$ cat src/rtl/fcode_alu_pkg.sv
// Package: shared encodings for the function-coded ALU.
// Assumes a 3-bit function code: bit 2 inverts B and sets carry-in,
// bits 1:0 choose the result source.
package fcode_alu_pkg;

    localparam int unsigned FUNC_W = 3;
    localparam int unsigned SEL_W  = 2;
    localparam int unsigned INV_BIT = 2;

    typedef enum logic [SEL_W-1:0] {
        SEL_AND  = 2'b00,
        SEL_OR   = 2'b01,
        SEL_SUM  = 2'b10,
        SEL_SIGN = 2'b11
    } res_sel_t;

    localparam logic [FUNC_W-1:0] FN_AND    = 3'b000;
    localparam logic [FUNC_W-1:0] FN_OR     = 3'b001;
    localparam logic [FUNC_W-1:0] FN_ADD    = 3'b010;
    localparam logic [FUNC_W-1:0] FN_SPARE  = 3'b011;
    localparam logic [FUNC_W-1:0] FN_ANDN   = 3'b100;
    localparam logic [FUNC_W-1:0] FN_ORN    = 3'b101;
    localparam logic [FUNC_W-1:0] FN_SUB    = 3'b110;
    localparam logic [FUNC_W-1:0] FN_SLT    = 3'b111;

endpackage

$ cat src/rtl/fcode_alu_bcond.sv
// Module: second-operand conditioner.
// Passes B straight through, or inverts every bit when invert is 1.
// Assumes nothing about the operand value; purely combinational.
module fcode_alu_bcond #(
    parameter int unsigned WIDTH = 32
) (
    input  logic [WIDTH-1:0] b_in,
    input  logic             invert,
    output logic [WIDTH-1:0] b_out
);

    // Per-bit conditional inversion
    always_comb begin
        for (int i = 0; i < WIDTH; i++) begin
            b_out[i] = invert ? ~b_in[i] : b_in[i];
        end
    end

    // Every bit differs from the input exactly when inversion is requested
    always_comb begin
        AST_BCOND_POLARITY: assert ((b_out ^ b_in) == {WIDTH{invert}})
            else $error("operand conditioner polarity wrong");
    end

endmodule

$ cat src/rtl/fcode_alu_adder.sv
// Module: WIDTH-bit adder with carry-in; the carry out of the top bit is dropped.
// RIPPLE=1 builds an explicit full-adder chain; RIPPLE=0 leaves the
// adder structure to synthesis.
module fcode_alu_adder #(
    parameter int unsigned WIDTH  = 32,
    parameter bit          RIPPLE = 1'b1
) (
    input  logic [WIDTH-1:0] a,
    input  logic [WIDTH-1:0] b,
    input  logic             cin,
    output logic [WIDTH-1:0] sum
);

    generate
        if (RIPPLE) begin : g_ripple
            // Bit-serial full-adder chain, carry propagated in a variable
            always_comb begin
                logic cy;
                cy = cin;
                for (int i = 0; i < WIDTH; i++) begin
                    sum[i] = a[i] ^ b[i] ^ cy;
                    cy     = (a[i] & b[i]) | (a[i] & cy) | (b[i] & cy);
                end
            end
        end else begin : g_infer
            // Word-level addition, mapped by synthesis
            always_comb begin
                sum = a + b + {{(WIDTH-1){1'b0}}, cin};
            end
        end
    endgenerate

    // Sum matches the wrapped arithmetic total
    always_comb begin
        AST_ADDER_WRAP: assert (sum == WIDTH'(a + b + {{(WIDTH-1){1'b0}}, cin}))
            else $error("adder sum mismatch");
    end

endmodule

$ cat src/rtl/fcode_alu_resmux.sv
// Module: four-way result select with zero-extended sign source.
// Assumes the sum input is the adder output whose top bit drives the
// set-less-than / spare-code result.
module fcode_alu_resmux
    import fcode_alu_pkg::*;
#(
    parameter int unsigned WIDTH = 32
) (
    input  logic [WIDTH-1:0] and_res,
    input  logic [WIDTH-1:0] or_res,
    input  logic [WIDTH-1:0] sum_res,
    input  res_sel_t         sel,
    output logic [WIDTH-1:0] y
);

    logic [WIDTH-1:0] sign_ext;

    // Place the sum's sign bit at bit 0, clear all others
    always_comb begin
        sign_ext    = '0;
        sign_ext[0] = sum_res[WIDTH-1];
    end

    // Choose the result source
    always_comb begin
        unique case (sel)
            SEL_AND: y = and_res;
            SEL_OR:  y = or_res;
            SEL_SUM: y = sum_res;
            default: y = sign_ext;
        endcase
    end

    // Sign source leaves only bit 0 possibly set, equal to the sum's sign
    always_comb begin
        if (sel == SEL_SIGN) begin
            AST_SIGN_ZEXT: assert ((y >> 1) == '0 && y[0] == sum_res[WIDTH-1])
                else $error("sign result not zero-extended");
        end
    end

endmodule

$ cat src/rtl/fcode_alu.sv
// Module: top of the function-coded integer ALU.
// Purely combinational. func[2] inverts B and feeds the adder carry-in;
// func[1:0] selects AND / OR / sum / zero-extended sum sign.
// Assumes two's-complement operands; no flags are produced.
module fcode_alu
    import fcode_alu_pkg::*;
#(
    parameter int unsigned WIDTH      = 32,
    parameter bit          RIPPLE_ADD = 1'b1
) (
    input  logic [WIDTH-1:0]  opnd_a,
    input  logic [WIDTH-1:0]  opnd_b,
    input  logic [FUNC_W-1:0] func,
    output logic [WIDTH-1:0]  result
);

    logic             inv_b;
    logic [WIDTH-1:0] b_eff;
    logic [WIDTH-1:0] and_w;
    logic [WIDTH-1:0] or_w;
    logic [WIDTH-1:0] sum_w;
    res_sel_t         sel_w;

    // Decode the function code
    always_comb begin
        inv_b = func[INV_BIT];
        sel_w = res_sel_t'(func[SEL_W-1:0]);
    end

    fcode_alu_bcond #(.WIDTH(WIDTH)) u_bcond (
        .b_in   (opnd_b),
        .invert (inv_b),
        .b_out  (b_eff)
    );

    // Bitwise logic paths on the conditioned operand
    always_comb begin
        and_w = opnd_a & b_eff;
        or_w  = opnd_a | b_eff;
    end

    fcode_alu_adder #(.WIDTH(WIDTH), .RIPPLE(RIPPLE_ADD)) u_adder (
        .a   (opnd_a),
        .b   (b_eff),
        .cin (inv_b),
        .sum (sum_w)
    );

    fcode_alu_resmux #(.WIDTH(WIDTH)) u_resmux (
        .and_res (and_w),
        .or_res  (or_w),
        .sum_res (sum_w),
        .sel     (sel_w),
        .y       (result)
    );

    // End-to-end checks of the port behaviour per code
    always_comb begin
        if (func == FN_AND) begin
            AST_AND_PORT: assert (result == (opnd_a & opnd_b))
                else $error("AND code wrong");
        end
        if (func == FN_OR) begin
            AST_OR_PORT: assert (result == (opnd_a | opnd_b))
                else $error("OR code wrong");
        end
        if (func == FN_SUB) begin
            AST_SUB_WRAP: assert (result == WIDTH'(opnd_a - opnd_b))
                else $error("SUB code wrong");
        end
        if (func == FN_ORN) begin
            AST_ORN_PORT: assert (result == (opnd_a | ~opnd_b))
                else $error("OR-NOT code wrong");
        end
        if (func == FN_SPARE) begin
            AST_SPARE_SIGN: assert ((result >> 1) == '0)
                else $error("spare code not zero-extended");
        end
    end

endmodule

$ cat config.mk
export PLATFORM = sky130hd
export DESIGN_NAME = fcode_alu
export DESIGN_NICKNAME = d
export VERILOG_FILES = /design/src/rtl/fcode_alu_pkg.sv /design/src/rtl/fcode_alu_bcond.sv /design/src/rtl/fcode_alu_adder.sv /design/src/rtl/fcode_alu_resmux.sv /design/src/rtl/fcode_alu.sv
export SDC_FILE = /design/constraint.sdc
export NUM_CORES = 1
export LEC_CHECK = 0
export BUFFER_PORTS_ARGS = -buffer_cell sky130_fd_sc_hd__buf_2
export CAP_MARGIN = 40
export CORE_MARGIN = 2
export CORE_UTILIZATION = 35
export DETAILED_ROUTE_END_ITERATION = 10
export MAX_ROUTING_LAYER = met4
export PLACE_DENSITY = 0.62
export SLEW_MARGIN = 20
export SYNTH_ARGS = -nofsm -noshare
export SYNTH_HDL_FRONTEND = slang
export SYNTH_SLANG_ARGS = --single-unit
$ cat constraint.sdc
create_clock -name vclk -period 26.5
set_clock_uncertainty 0.05 [all_clocks]
set_input_delay 3.975 -clock vclk [all_inputs]
set_output_delay 3.975 -clock vclk [all_outputs]
set_load 0.02 [all_outputs]
==> summary.txt, run 1 <==
Outcome
  • Outcome: finished clean

Floorplan
  • Die height: 94.3 microns
  • Die X: 94.3 microns
  • Die area: 8890 sq um
  • Top-Level Pins: 99
  • Core area: 7810 sq um
  • Initial Utilization: 36.6%
  • Row count: 32

Timing
  • Slew margin rel.: 50.1%
  • Setup TNS Final: 0 ns
  • WHS: 8.43 ns
  • Post-layout min period: 22.10 ns
  • Max-slew violations: 0
  • Achievable frequency: 45.2 MHz
  • Hold Fails Final Rpt: 0
  • Worst-Margin Slew: 0.748 ns
  • Final worst path period share: 83.4%
  • # setup viols final: 0
  • RSZ-0062 raised after global routing: false

GRT
  • Remaining Overflow, GRT: 0
  • Initial antenna violation count: 0
  • Vias in the first global route: 2,326
  • First-pass GRT wire length: 9430 microns
  • Largest net degree at the start of global routing: 37
  • GRT Util Overall: 13.1%

Route
  • WL per Instance: 10.7 microns
  • Iter 0 DRT Violations: 47
  • DR vias/cell: 4.28
  • Final WL: 5620 microns
  • Vias: 2,248
  • Post-route ant nets: 0
  • First drt pass iteration count: 4
  • # DRC: 0

Placed design
  • Placed cells: 525
  • Port buffer count: 99
  • Dpl hpwl: 4650 microns
  • Final GP Congestion: 0.788

Clock tree
  • Resized Gates After CTS: 0
  • Hold-fix buffers, CTS: 0
  • # Post-CTS Setup Buffers: 0

Synth
  • Most frequent cells after synthesis: inv_1 (96), ha_1 (64), xor2_1 (33)
  • Synth warnings: 0
  • Synth top area share: 28.1%
  • Post-Syn Instances: 336
  • Syn avg cell area: 8.49 sq um
  • Cell with the most instances after synthesis: inv_1
  • Register area share after synthesis: 0%
  • Top cells by area, synth: ha_1 (28%), fa_1 (21%), inv_1 (13%)
  • Cell taking the most area after synthesis: ha_1
  • Unique masters post-synth: 19
  • Synthesized cell area: 2850 sq um
  • Syn_nets: 497

Final layout
  • Final core occ: 43.2%
  • Number of clock buffers in the layout: 0
  • Sequential cell count: 0
  • Ant. Diodes: 0
  • Syn-to-layout area delta: 18.1%
  • Final Non-Filler Cells: 525
  • Reg area: 0 sq um
  • Layout cell share with drive strength beyond 1: 26.5%
  • Nets: 586

Worst setup path
  • Critical path class: input pin to output port
  • Worst setup path start: func[2]
  • Arrival @ worst endpoint: 18.08 ns
  • CP Capture Type: output port
  • Most frequent CP cell: fa_1
  • CP Launch Type: input pin
  • Slowest cell on the critical path: buf_4
  • WP data required: 22.48 ns
  • Worst stage delay on the critical path: 0.46 ns
  • Worst-path fanout max: 34

Pwr
  • Leak Pwr: 2.01 nW
  • Peak VDD IR: 0.0000116 V
  • Final Power: 0.0715 mW
  • PD cells: 21.2 nW/um^2

Hold path
  • Hold_sp: opnd_a[29]
  • Min-Delay Endpoint: result[29]
  • Type of the worst min-delay path: input pin to output port
  • Worst hold path cell count: 5

Flow run
  • Max_cap viols: 0
==> critical path: cells and delay by family <==
kind	cells	cell delay [ns]
adders and majority gates	30	12.64
buffers and inverters	5	0.91
xor gates and xnor gates	2	0.40
AOI/OAI and AO/OA	1	0.12
==> cell type report <==
cell class | instances | area, sq um
Fill cell | 799 | 4440
Inverter | 96 | 360
Multi-Input combinational cell | 226 | 2370
Tap cell | 102 | 128
Timing Repair Buffer | 101 | 510
==> layout by cell type (no fill, tap or decap), types with 2 or more instances in the layout <==
cell / instances
fa_1: 30
o22ai_1: 2
o21ai_0: 19
buf_4: 2
ha_1: 64
mux2i_1: 32
nand2_1: 29
inv_1: 96
nor2b_1: 2
buf_2: 99
xor2_1: 33
o21ai_2: 10
==> logic make-up after synthesis <==
kind of cell    count (synthesis)  share of synthesized area, %
buf+inv                       110                          16.9
fa+ha+maj                      94                          49.1
xor+xnor                       34                          10.4
compound gates                 33                          7.37
simple gates                   33                          4.95
mux                            32                          11.2
==> power by group <==
group          internal, mW  leakage [nW]  switching (mW)
registers                 0             0               0
clock network             0             0               0
logic                0.0287          2.01          0.0427
==> worst max-delay path by stage <==
stage	end	slack [ns]	cells past startpoint
floorplan	result[0]	5.09	37
global placement	result[31]	4.42	38
finish	result[0]	4.40	38
CTS	result[0]	4.19	38
detailed placement	result[0]	4.23	38
global route	result[31]	3.66	38
==> per-layer routing <==
layer / GRT usage (%) / routed length (microns)
met5: - / 0
met4: 0.121 / 0
met3: 0.642 / 264
met2: 26.7 / 2850
met1: 14.7 / 2510
==> metrics by stage <==
stage / instance area, sq um / setup slack [ns]
3_5_place_dp: 3370 / 4.23
5_1_grt: 3370 / 3.66
4_1_cts: 3370 / 4.19
3_3_place_gp: 3370 / 4.42
2_1_floorplan: 2850 / 5.09
6_report: 3370 / 4.40
Power figures use the tool's default switching activity.
==> inputs of run 2 (changes only) <==
--- a/config.mk
+++ b/config.mk
@@ -5,6 +5,7 @@
 export SDC_FILE = /design/constraint.sdc
 export NUM_CORES = 1
 export LEC_CHECK = 0
+export ABC_AREA = 1
 export BUFFER_PORTS_ARGS = -buffer_cell sky130_fd_sc_hd__buf_2
 export CAP_MARGIN = 40
 export CORE_MARGIN = 2
==> constraint.sdc (replaced) <==
create_clock -name vclk -period 23
set_clock_uncertainty 0.05 [all_clocks]
set_input_delay 3.45 -clock vclk [all_inputs]
set_output_delay 3.45 -clock vclk [all_outputs]
set_load 0.02 [all_outputs]
==> summary.txt, run 2 <==
Final layout
  • Syn-to-layout area delta: 17.2%
  • Most frequent cells in the layout: buf_2 (99), inv_1 (73), nand2_1 (71)
  • Layout cell share with drive strength beyond 1: 32.6% (+6.1 points)
  • Reg area: 0 sq um (unchanged)
  • Number of clock buffers in the layout: 0 (unchanged)
  • Sequential cell count: 0 (unchanged)
  • Most common cell after layout, fill and taps aside: buf_2
  • Ant. Diodes: 0 (unchanged)
  • Nets: 574 (-2.0%)
  • # fillers: 803 (+0.50%)

Floorplan
  • Die height: 93.7 microns (-0.65%)
  • Row count: 32 (unchanged)
  • Initial Utilization: 36.2% (-0.31 points)
  • Top-Level Pins: 99 (unchanged)
  • Core area: 7770 sq um (-0.51%)
  • Die X: 93.7 microns (-0.65%)
  • Die area: 8780 sq um (-1.3%)

GRT
  • Largest net degree at the start of global routing: 33 (-11%)
  • Initial antenna violation count: 0 (unchanged)
  • Vias in the first global route: 2,302 (-1.0%)
  • Remaining Overflow, GRT: 0 (unchanged)
  • First-pass GRT wire length: 9880 microns (+4.7%)
  • GRT Util Overall: 13.7% (+0.66 points)

Timing
  • Max-slew violations: 0 (unchanged)
  • RSZ-0062 raised after global routing: false
  • Final worst path period share: 90.9%
  • Achievable frequency: 47.8 MHz
  • WHS: 7.34 ns (-1.09 ns)
  • Worst-Margin Slew: 0.780 ns (+0.0317 ns)
  • Post-layout min period: 20.91 ns
  • Setup TNS Final: 0 ns (unchanged)
  • Hold Fails Final Rpt: 0 (unchanged)
  • # setup viols final: 0 (unchanged)
  • Slew margin rel.: 47.9% (-2.2 points)

Clock tree
  • Resized Gates After CTS: 0 (unchanged)
  • Hold-fix buffers, CTS: 0 (unchanged)
  • # Post-CTS Setup Buffers: 0 (unchanged)

Placed design
  • Dpl hpwl: 4940 microns (+6.3%)
  • Port buffer count: 99 (unchanged)
  • Final GP Congestion: 0.763 (-3.2%)

Worst setup path
  • WP data required: 19.50 ns (-2.98 ns)
  • Worst-path fanout max: 24 (-29%)
  • CP Capture Type: output port
  • CP Launch Type: input pin
  • Arrival @ worst endpoint: 17.41 ns (-0.67 ns)
  • Most frequent CP cell: fa_1
  • Slowest cell on the critical path: fa_1
  • Critical path class: input pin to output port
  • Buf/Inv on CP: 4 (-1)
  • Worst stage delay on the critical path: 0.46 ns (about the same)
  • Family with the most delay on the worst path: adder cells

Route
  • Vias: 2,252 (+0.18%)
  • Iter 0 DRT Violations: 18 (-62%)
  • Final WL: 5850 microns (+4.2%)
  • First drt pass iteration count: 3 (-1)
  • WL per Instance: 11.4 microns (+6.6%)
  • DR vias/cell: 4.39 (+2.5%)
  • Post-route ant nets: 0 (unchanged)
  • # DRC: 0 (unchanged)

Synth
  • Unique masters post-synth: 16 (-3)
  • Cell taking the most area after synthesis: ha_1
  • Register area share after synthesis: 0% (unchanged)
  • Syn avg cell area: 8.69 sq um (+2.3%)
  • Synth warnings: 0 (unchanged)
  • Synth top area share: 28.4% (+0.39 points)
  • Top cells by area, synth: ha_1 (28%), fa_1 (21%), o211ai_2 (13%)
  • Synthesized cell area: 2820 sq um (-1.4%)
  • Most frequent cells after synthesis: inv_1 (73), nand2_1 (71), ha_1 (64)
  • Syn_nets: 485 (-2.4%)
  • Post-Syn Instances: 324 (-3.6%)
  • Cell with the most instances after synthesis: inv_1

Pwr
  • Final Power: 0.0840 mW (+18%)
  • PD cells: 25.5 nW/um^2 (+20%)
  • Leak Pwr: 1.90 nW (-5.7%)
  • Peak VDD IR: 0.0000125 V (+8.3%)

Hold path
  • Type of the worst min-delay path: input pin to output port

Flow run
  • Max_cap viols: 0 (unchanged)

Outcome
  • Outcome: finished clean
==> run 2: cells by family (layout without fill, tap and decap cells) <==
logic type	Yosys count	count (layout)	synth area share, %
buffers and inverters	87	174	15.0
and+or+nand+nor	81	81	12.0
xor gates and xnor gates	31	31	9.64
AOI/OAI and AO/OA	31	31	13.5
adders and majority gates	94	94	49.8
==> run 2: path summary, 6_finish.rpt <==
| path | startpoint | end | slack (ns) | cells after the start |
|---|---|---|---|---|
| worst max-delay path | func[2] | result[31] | 2.09 | 37 |
| worst min-delay path | opnd_a[31] | result[31] | 7.34 | 5 |
==> run 2: tightest hold or removal path: cells and delay by family <==
family / cells / cell delay, ns
and+or+nand+nor: 2 / 0.12
adders and majority gates: 1 / 0.13
buffers and inverters: 2 / 0.24
==> run 2: where the power goes <==
| group | internal (mW) | total, mW | switching, mW |
|---|---|---|---|
| registers | 0 | 0 | 0 |
| logic | 0.0341 | 0.0840 | 0.0499 |
| clock network | 0 | 0 | 0 |
| total | 0.0341 | 0.0840 | 0.0499 |
==> run 2: area by class of cell <==
type / count / area, sq um / area share (%)
Timing Repair Buffer: 100 / 503 / 15.2
Multi-Input combinational cell: 237 / 2390 / 72.5
Inverter: 74 / 278 / 8.42
Tap cell: 102 / 128 / 3.87
==> run 2: stage by stage <==
stage          instance area, sq um  worst slack [ns]  util (%)  instances
5_1_grt                        3300              1.44      42.5        513
4_1_cts                        3300              1.92      42.5        513
2_1_floorplan                  2820              2.76         -        324
3_3_place_gp                   3300              2.16      42.5        513
6_report                       3300              2.09      42.5        513
3_5_place_dp                   3300              1.97      42.5        513
==> run 2: routing by layer <==
metal	wire length [microns]	vias to the layer above	track usage, %
met5	0	-	-
met4	0	0	0
met3	276	0	0.0803
met2	2810	66	25.1
met1	2760	1050	18.4
li1	-	1136	-
==> inputs of run 3 (changes only) <==
--- a/config.mk
+++ b/config.mk
@@ -8,11 +8,11 @@
 export ABC_AREA = 1
 export BUFFER_PORTS_ARGS = -buffer_cell sky130_fd_sc_hd__buf_2
 export CAP_MARGIN = 40
-export CORE_MARGIN = 2
 export CORE_UTILIZATION = 35
 export DETAILED_ROUTE_END_ITERATION = 10
 export MAX_ROUTING_LAYER = met4
-export PLACE_DENSITY = 0.62
+export PLACE_DENSITY = 0.65
+export RECOVER_POWER = 100
 export SLEW_MARGIN = 20
 export SYNTH_ARGS = -nofsm -noshare
 export SYNTH_HDL_FRONTEND = slang
==> summary.txt, run 3 (same netlist as run 2, synthesis figures left out) <==
Floorplan
  • Core area: 7770 sq um (unchanged)
  • Row count: 32 (unchanged)
  • Top-Level Pins: 99 (unchanged)
  • Die height: 91.7 microns (-2.1%)
  • Die X: 91.7 microns (-2.1%)
  • Die area: 8410 sq um (-4.2%)
  • Initial Utilization: 36.2% (unchanged)

GRT
  • Initial antenna violation count: 0 (unchanged)
  • Remaining Overflow, GRT: 0 (unchanged)
  • First-pass GRT wire length: 9920 microns (+0.43%)
  • Largest net degree at the start of global routing: 33 (unchanged)
  • Vias in the first global route: 2,339 (+1.6%)
  • GRT Util Overall: 14.3% (+0.60 points)

Worst setup path
  • Arrival @ worst endpoint: 17.93 ns (+0.52 ns)
  • Worst-path fanout max: 20 (-17%)
  • WP data required: 19.50 ns (about the same)
  • CP Capture Type: output port
  • CP Launch Type: input pin
  • Slowest cell on the critical path: clkbuf_1
  • Worst stage delay on the critical path: 0.71 ns (+0.25 ns)
  • Worst Setup EP: result[0]
  • Worst setup path start: func[2]
  • Most frequent CP cell: fa_1
  • Critical path class: input pin to output port

Hold path
  • Worst hold path cell count: 5 (unchanged)
  • Type of the worst min-delay path: input pin to output port

Timing
  • Max-slew violations: 0 (unchanged)
  • # setup viols final: 0 (unchanged)
  • Setup TNS Final: 0 ns (unchanged)
  • Final worst path period share: 93.2% (+2.2 points)
  • Worst-Margin Slew: 0.978 ns (+0.198 ns)
  • RSZ-0062 raised after global routing: false
  • Post-layout min period: 21.43 ns (+0.511 ns)
  • Hold Fails Final Rpt: 0 (unchanged)
  • Achievable frequency: 46.7 MHz (-2.4%)
  • Slew margin rel.: 34.8% (-13 points)

Clock tree
  • Resized Gates After CTS: 0 (unchanged)
  • Hold-fix buffers, CTS: 0 (unchanged)
  • # Post-CTS Setup Buffers: 0 (unchanged)

Final layout
  • Layout cell share with drive strength beyond 1: 25.1% (-7.5 points)
  • Most frequent cells in the layout: inv_1 (73), nand2_1 (71), buf_2 (68)
  • Multi-input gate area: 2390 sq um (unchanged)
  • Nets: 574 (unchanged)
  • Ant. Diodes: 0 (unchanged)
  • # fillers: 796 (-0.87%)
  • Final Non-Filler Cells: 513 (unchanged)
  • Reg area: 0 sq um (unchanged)
  • Syn-to-layout area delta: 15.9%
  • Number of clock buffers in the layout: 0 (unchanged)
  • Most common cell after layout, fill and taps aside: inv_1
  • Sequential cell count: 0 (unchanged)

Outcome
  • Outcome: finished clean

Route
  • Final WL: 5750 microns (-1.7%)
  • DR vias/cell: 4.39 (about the same)
  • # DRC: 0 (unchanged)
  • WL per Instance: 11.2 microns (-1.7%)
  • Post-route ant nets: 0 (unchanged)
  • First drt pass iteration count: 4 (+1)
  • Vias: 2,254 (+0.089%)
  • Iter 0 DRT Violations: 22 (+4)

Pwr
  • Peak VDD IR: 0.0000116 V (-7.8%)
  • Leak Pwr: 1.80 nW (-5.4%)
  • PD cells: 25.2 nW/um^2 (-1.1%)

Placed design
  • Port buffer count: 99 (unchanged)
  • Placed cells: 513 (unchanged)
  • Final GP Congestion: 0.768 (+0.72%)
  • Dpl hpwl: 4740 microns (-4.1%)

Flow run
  • Max_cap viols: 0 (unchanged)
[run 3: report_power, final]
group	internal, mW	switching [mW]
Sequential	0	0
Combinational	0.0319	0.0502
Clock	0	0
Total	0.0319	0.0502
[run 3: worst min-delay path by stage]
stage,startpoint,endpoint,slack [ns]
global placement,opnd_a[31],result[31],7.35
CTS,opnd_a[31],result[31],7.35
finish,opnd_a[1],result[1],7.38
global route,opnd_a[1],result[1],7.42
detailed placement,opnd_a[31],result[31],7.34
floorplan,func[0],result[1],7.08
[run 3: layout make-up]
class	count	share of cell area (%)
inverters	74	8.52
multi-input cells	237	73.3
well taps	102	3.91
repair buffers	100	14.2
[run 3: per-layer routing]
layer	part of all wire, %	global-route usage (%)
met2	49	26.5
met3	4.3	0.415
met1	47	18.6
met4	0	0
met5	0	-
[run 3: through the flow]
stage / power (mW) / utilization (%) / area, sq um / hold WS (ns) / worst slack [ns]
2_1_floorplan: 0.0610 / - / 2820 / 7.08 / 2.76
3_3_place_gp: 0.0831 / 42.5 / 3300 / 7.35 / 2.09
3_5_place_dp: 0.0855 / 42.5 / 3300 / 7.34 / 1.93
4_1_cts: 0.0859 / 42.5 / 3300 / 7.35 / 1.87
5_1_grt: 0.0939 / 42.0 / 3260 / 7.42 / 0.851
6_report: 0.0821 / 42.0 / 3260 / 7.38 / 1.57
[run 3: critical path: cells and delay by family]
family / cells / cell delay [ns]
xor gates and xnor gates: 1 / 0.19
adders and majority gates: 29 / 12.49
buffers and inverters: 4 / 1.53
and+or+nand+nor: 3 / 0.27
